--- src/rtl/vcrc_pkg.sv ---
package vcrc_pkg;
  localparam int unsigned VCRC_DATA_W = 10;
  localparam int unsigned VCRC_CRC_W  = 16;
  localparam int unsigned VCRC_LOW_W  = 2;
  localparam logic [15:0] VCRC_POLY   = 16'h1021;

  typedef enum logic [1:0] {
    VCRC_HOLD  = 2'd0,
    VCRC_CLEAR = 2'd1,
    VCRC_FOLD  = 2'd2
  } vcrc_act_e;
endpackage

--- src/rtl/vcrc_clip.sv ---
module vcrc_clip #(
  parameter int unsigned DATA_W = 10,
  parameter int unsigned LOW_W  = 2
) (
  input  logic [DATA_W-1:0] smp_i,
  output logic [DATA_W-1:0] smp_o
);
  localparam int unsigned HIGH_W = DATA_W - LOW_W;

  logic [HIGH_W-1:0] high_part;
  logic [LOW_W-1:0]  low_part;
  logic              near_full;

  assign high_part = smp_i[DATA_W-1:LOW_W];
  assign low_part  = smp_i[LOW_W-1:0];
  assign near_full = &high_part;

  always_comb begin
    smp_o = {high_part, low_part};
    if (near_full) smp_o[LOW_W-1:0] = '1;
  end
endmodule

--- src/rtl/vcrc_fold.sv ---
module vcrc_fold #(
  parameter int unsigned       DATA_W = 10,
  parameter int unsigned       CRC_W  = 16,
  parameter logic [CRC_W-1:0]  POLY   = 16'h1021
) (
  input  logic [CRC_W-1:0]  crc_i,
  input  logic [DATA_W-1:0] dat_i,
  output logic [CRC_W-1:0]  crc_o
);
  logic [CRC_W-1:0] stage [0:DATA_W];

  assign stage[0] = crc_i;

  // One serial step per data bit, bit 0 first.
  for (genvar g = 0; g < DATA_W; g++) begin : g_step
    logic fb;
    assign fb = stage[g][CRC_W-1] ^ dat_i[g];
    assign stage[g+1] = {stage[g][CRC_W-2:0], 1'b0} ^ (fb ? POLY : {CRC_W{1'b0}});
  end

  assign crc_o = stage[DATA_W];
endmodule

--- src/rtl/vcrc_state.sv ---
module vcrc_state
  import vcrc_pkg::*;
#(
  parameter int unsigned CRC_W = 16
) (
  input  logic             clk,
  input  logic             rst,
  input  logic             ce_i,
  input  logic             clr_i,
  input  logic             acc_i,
  input  logic [CRC_W-1:0] nxt_i,
  output logic [CRC_W-1:0] crc_o
);
  vcrc_act_e        act;
  logic [CRC_W-1:0] crc_q;

  always_comb begin
    act = VCRC_HOLD;
    if (ce_i) begin
      if (clr_i)      act = VCRC_CLEAR;
      else if (acc_i) act = VCRC_FOLD;
    end
  end

  always_ff @(posedge clk or posedge rst) begin
    if (rst) begin
      crc_q <= '0;
    end else begin
      case (act)
        VCRC_CLEAR: crc_q <= '0;
        VCRC_FOLD:  crc_q <= nxt_i;
        default:    crc_q <= crc_q;
      endcase
    end
  end

  assign crc_o = crc_q;
endmodule

--- src/rtl/vidword_crc16.sv ---
module vidword_crc16
  import vcrc_pkg::*;
#(
  parameter int unsigned      DATA_W = VCRC_DATA_W,
  parameter int unsigned      CRC_W  = VCRC_CRC_W,
  parameter int unsigned      LOW_W  = VCRC_LOW_W,
  parameter logic [CRC_W-1:0] POLY   = VCRC_POLY
) (
  input  logic              clk,
  input  logic              rst,
  input  logic              ce_i,
  input  logic              clr_i,
  input  logic              acc_i,
  input  logic [DATA_W-1:0] smp_i,
  output logic [CRC_W-1:0]  crc_o
);
  logic [DATA_W-1:0] smp_clipped;
  logic [CRC_W-1:0]  crc_nxt;
  logic [CRC_W-1:0]  crc_cur;

  vcrc_clip #(.DATA_W(DATA_W), .LOW_W(LOW_W)) clip_i (
    .smp_i (smp_i),
    .smp_o (smp_clipped)
  );

  vcrc_fold #(.DATA_W(DATA_W), .CRC_W(CRC_W), .POLY(POLY)) fold_i (
    .crc_i (crc_cur),
    .dat_i (smp_clipped),
    .crc_o (crc_nxt)
  );

  vcrc_state #(.CRC_W(CRC_W)) state_i (
    .clk   (clk),
    .rst   (rst),
    .ce_i  (ce_i),
    .clr_i (clr_i),
    .acc_i (acc_i),
    .nxt_i (crc_nxt),
    .crc_o (crc_cur)
  );

  assign crc_o = crc_cur;
endmodule

--- config.mk ---
export PLATFORM = sky130hd
export DESIGN_NAME = vidword_crc16
export DESIGN_NICKNAME = d
export VERILOG_FILES = /design/src/rtl/vcrc_pkg.sv /design/src/rtl/vcrc_clip.sv /design/src/rtl/vcrc_fold.sv /design/src/rtl/vcrc_state.sv /design/src/rtl/vidword_crc16.sv
export SDC_FILE = /design/constraint.sdc
export NUM_CORES = 1
export LEC_CHECK = 0
export ABC_AREA = 1
export BUFFER_PORTS_ARGS = -buffer_cell sky130_fd_sc_hd__buf_2
export CAP_MARGIN = 10
export CORE_UTILIZATION = 37
export DETAILED_ROUTE_END_ITERATION = 7
export PLACE_DENSITY_LB_ADDON = 0.3
export SETUP_SLACK_MARGIN = 0.02
export SYNTH_ARGS = -nofsm -noshare
export SYNTH_HDL_FRONTEND = slang
export SYNTH_SLANG_ARGS = --single-unit
--- constraint.sdc ---
create_clock -name clk -period 1.7 [get_ports clk]
set_clock_uncertainty 0.2 [all_clocks]
set_input_delay 0.255 -clock clk [delete_from_list [all_inputs] [get_ports clk]]
set_output_delay 0.255 -clock clk [all_outputs]
set_load 0.03 [all_outputs]
# Yosys cells after proc, flatten, opt, wreduce, memory -nomap -nowiden
# Index checks and enable logic that the tools add are counted.
# word_totals
output_inout_bits	16
regBits	16
in_bits	15
wordCells	40
# op_classes
n_eq_ne	2
reduce_logical	2
bitwise_logic	20
n_mux	15
# op_table
cell	count
$xor A16 B16 Y16	10
$mux W13	10
$pmux W16 S2	1
$xor A1 B1 Y1	10
$mux W2	4
$reduce_and A8 Y1	1
$eq A2 B1 Y1 const B	1
$eq A2 B2 Y1 const B	1
$reduce_bool A2 Y1	1

# Depth between registers and ports, before layout
# logic_depth
word_depth	33
depth_mapped	12

# Hierarchy
# A second synthesis with hierarchy kept.
# hier_totals
cells_unflattened	195
area_unflattened_um2	1360.1
# modules_own_cells
module	area_each_um2	seq_area_each_um2	n_inst	cells_per_inst
vcrc_state	750.7	400.4	1	75
vcrc_fold	508.0	0.0	1	101
vcrc_clip	101.3	0.0	1	19

# Worst setup path before layout
# Ideal clock, no wire load.
# synth_timing
kind	reg-to-reg
startpoint	register state_i.crc_q[11], in the netlist state_i.crc_o[11]
endpoint	register state_i.crc_q[6], in the netlist state_i.crc_o[6]
setup_slack_ns	0.014
n_path_buf	0
required_ns	1.381
synth_period_minus_slack_ns	1.686
t_arrival_ns	1.368
path_stages_with_launch	9
path_cell_list	dfrtp_1 > xor2_1 > inv_1 > nand3_4 > nand3_2 > nand2_2 > nand2_1 > nand3_1 > nand2_1
# synth_between
elab_chain_len	15
# synth_lines
element	line	source
start: declaration	vcrc_state.sv:15	logic [CRC_W-1:0] crc_q;
start signal: assignment	vcrc_state.sv:31	VCRC_FOLD: crc_q <= nxt_i;
start signal: assignment	vcrc_state.sv:32	default: crc_q <= crc_q;
$xor A16 B16 Y16 (4 in series)	vcrc_fold.sv:18	assign stage[g+1] = {stage[g][CRC_W-2:0], 1'b0} ^ (fb ? POLY : {CRC_W{1'b0}});
$xor A1 B1 Y1	vcrc_fold.sv:17	assign fb = stage[g][CRC_W-1] ^ dat_i[g];
$mux W13	vcrc_fold.sv:18	
$xor A16 B16 Y16 (4 in series)	vcrc_fold.sv:18	
$xor A1 B1 Y1	vcrc_fold.sv:17	
$mux W13	vcrc_fold.sv:18	
$xor A16 B16 Y16 (2 in series)	vcrc_fold.sv:18	
$pmux W16 S2	vcrc_state.sv:29	case (act)
# No other way between the ends.
# A chain may end at the register's enable or synchronous reset.

# Worst setup path after layout
# layout_timing
startpoint	register state_i.crc_q[13], in the netlist state_i.crc_o[13]
endpoint	register state_i.crc_q[8], in the netlist state_i.crc_o[8]
# layout_between
elab_chain_len	15
# layout_lines
element	line
$xor A16 B16 Y16 (2 in series)	vcrc_fold.sv:18
$xor A1 B1 Y1	vcrc_fold.sv:17
$mux W13	vcrc_fold.sv:18
$xor A16 B16 Y16 (4 in series)	vcrc_fold.sv:18
$xor A1 B1 Y1	vcrc_fold.sv:17
$mux W13	vcrc_fold.sv:18
$xor A16 B16 Y16 (4 in series)	vcrc_fold.sv:18
$pmux W16 S2	vcrc_state.sv:29
# No other way between the ends.

==> metrics.txt <==
Max Slew Vio Count 0; Synth area leader dfrtp_1; Routed wire per std cell around 13 um; Cells after Synth roughly 140; crit share post-route 93.6%; Overall Global Routing Usage between 10% and 20%; Post-layout nets around 200; sequence of cells on the critical path xnor2_2, xnor2_1, xor2_1, o21ai_1; CP Capture Type flop; Antenna Cells 0; I/O Buffers 30; sequential share of the synthesized area around 35%; fmax 0.628 GHz; die width about 58 um; total number of vias 1,071; WP data required between 1.5 and 2 ns; Synth async-reset ratio between 90% and 100%; CTS tree done; total negative setup slack 0 ns; FF+latch count, synth 16; Hold Crit Depth 5; Min-Delay Path Class input pin to flop; max reg flops 16; pwr/cell area between 700 and 800 mW/mm^2; drt total wl about 2900 um; Final Power around 1.1 mW; placed cells 210; Clock Path Buffers 2; R2R cell count 4; Std-Cell Rows 19; number of buffers added for setup after CTS 0; clk sinks 16; Synth Area per Inst between 8 and 9 um^2; P_leak 0.806 nW; DRC Markers 2; count leader, synth nand2_1; global-route wire length before repair just under 5000 um; # setup viols final 0; CORE AREA approximately 0.0029 mm^2; Layout area overhead 27.7%; Synth top area share 34.5%; Primary FF master, synth dfrtp_1; number of flops mapped to enable cells by yosys 0; die height 58.0 um; Post-Layout Cell Count 215; most area-consuming cells after synthesis dfrtp_1 (35%), nand2_1 (11%), xor2_1 (8.3%); share of layout cells above drive strength 1 around two fifths; via count of the first global-routing pass between 1,000 and 1,500; Ports 31; Clock Latency Late Sink 0.30 ns; TritonRoute pass-1 iters 7; post-route ant nets 0; Final Hold Violating Endpoints 0; Worst-path clk slew between 0.1 and 0.15 ns; Rel. slew slack roughly three fifths; type of the worst setup path flop to flop; Synth warnings 0; largest net degree at the start of global routing 17; Max-Cap Viols 0; grt total ovfl 0; most common library cells after synthesis nand2_1 (34), dfrtp_1 (16), inv_1 (16), nand3_1 (12), xor2_1 (11); post-route minimum period ~1.6 ns; RSZ-0062 raised after global routing false; Worst EP arrival between 1.5 and 2 ns; maximum vdd ir drop around 0.33 mV; Die Area ~0.0034 mm^2; Fillers 273; GP Congestion 0.874; failing checks DRC; H-tree Lvls 1; total CTS buffers 3; Synth Cell Area about 0.0012 mm^2; Worst setup SP type flop; slowest cell delay on critical path between 0.4 and 0.5 ns; Detail Placement HPWL around 2200 um; Root Buffer clkbuf_4; Starting Density between 40% and 50%; worst slew pin tran 0.628 ns; Netlist cell types 21; DR iter-0 viols 36; status finished with violations; initial antenna violation count 0; number of vias per cell approximately 5; syn nets roughly 160; maximum fanout along the worst path 3; CP max stage cell dfrtp_1
[where the power goes]
| part | internal [mW] | leakage [nW] | switching (mW) | total, mW |
|---|---|---|---|---|
| clock | 0.0914 | 0.0150 | 0.132 | 0.224 |
| sequential | 0.405 | 0.217 | 0.0281 | 0.433 |
| combinational | 0.170 | 0.574 | 0.267 | 0.437 |
| total | 0.667 | 0.806 | 0.427 | 1.09 |
[critical path, delay by kind of cell, from the launching register on]
| family | cells | cell delay, ns |
|---|---|---|
| xor gates and xnor gates | 3 | 0.76 |
| DFF | 1 | 0.43 |
| AOI/OAI and AO/OA | 1 | 0.08 |
[layer usage]
metal,vias to the layer above,wire length (um),track usage [%]
met3,9,142,2.90
met2,37,1370,32.0
met4,0,74,6.12
met5,-,0,0
li1,535,-,-
met1,490,1270,26.0
[layout make-up]
cell class                 instances  area [um^2]  area share [%]
timing repair buffer              40          228            15.4
multi-input combinational        107          722            48.7
clock buffer                       4         26.3            1.77
tap                               31         38.8            2.62
sequential                        16          403            27.2
inverter                          17         63.8            4.31
[stage by stage]
step | cell area (um^2) | hold WS (ns) | utilization [%] | setup slack [ns]
2_1_floorplan | 1160 | -0.0313 | - | 0.0269
3_3_place_gp | 1410 | 0.168 | 49.6 | 0.0440
3_5_place_dp | 1410 | 0.185 | 49.6 | 0.000686
4_1_cts | 1450 | 0.244 | 50.8 | 0.0823
5_1_grt | 1480 | 0.288 | 51.9 | 0.0212
6_report | 1480 | 0.240 | 51.9 | 0.108
[repair_timing]
item	in CTS	in global routing
setup endpoints to repair	0	2
hold endpoints to repair	16	0
hold buffers	1	0
resized for setup	0	5
[worst paths after layout]
check                                  start                 to  slack (ns)
max                        state_i.crc_o[13]   state_i.crc_o[8]        0.11
min                                 smp_i[8]   state_i.crc_o[1]        0.24
max reg2reg                state_i.crc_o[13]   state_i.crc_o[8]        0.11
min reg2reg                 state_i.crc_o[6]   state_i.crc_o[6]        0.33
max in group asynchronous                rst  state_i.crc_o[12]        0.47
min in group asynchronous                rst  state_i.crc_o[13]        0.37
[logic make-up after synthesis]
| family | synth area share [%] |
|---|---|
| buffers and inverters | 5.82 |
| AO/OA/AOI/OAI | 6.26 |
| AND/OR/NAND/NOR | 38.1 |
| adder cells (fa/ha/maj) | 1.08 |
| flip-flops | 34.5 |
| XOR/XNOR | 14.2 |
[cells in the final DEF (no fill, tap or decap)]
master          n
nand2_1        34
xor2_1          8
clkbuf_1        1
nor2_2          1
xor2_2          3
dfrtp_2         2
nor2_1          3
o21ai_0         8
nand2_4         4
nand3b_1        1
nand2_2         8
nand3_4         3
buf_2          30
dlygate4sd3_1   1
nand3_2         7
o21ai_1         4
dfrtp_1        14
nand3_1        12
clkbuf_4        3
o22ai_1         2
clkinv_1        1
xnor2_2         2
xnor2_1         5
inv_1          16
ha_1            1
buf_4           9
nor2_4          1
Power figures use the tool's default switching activity.
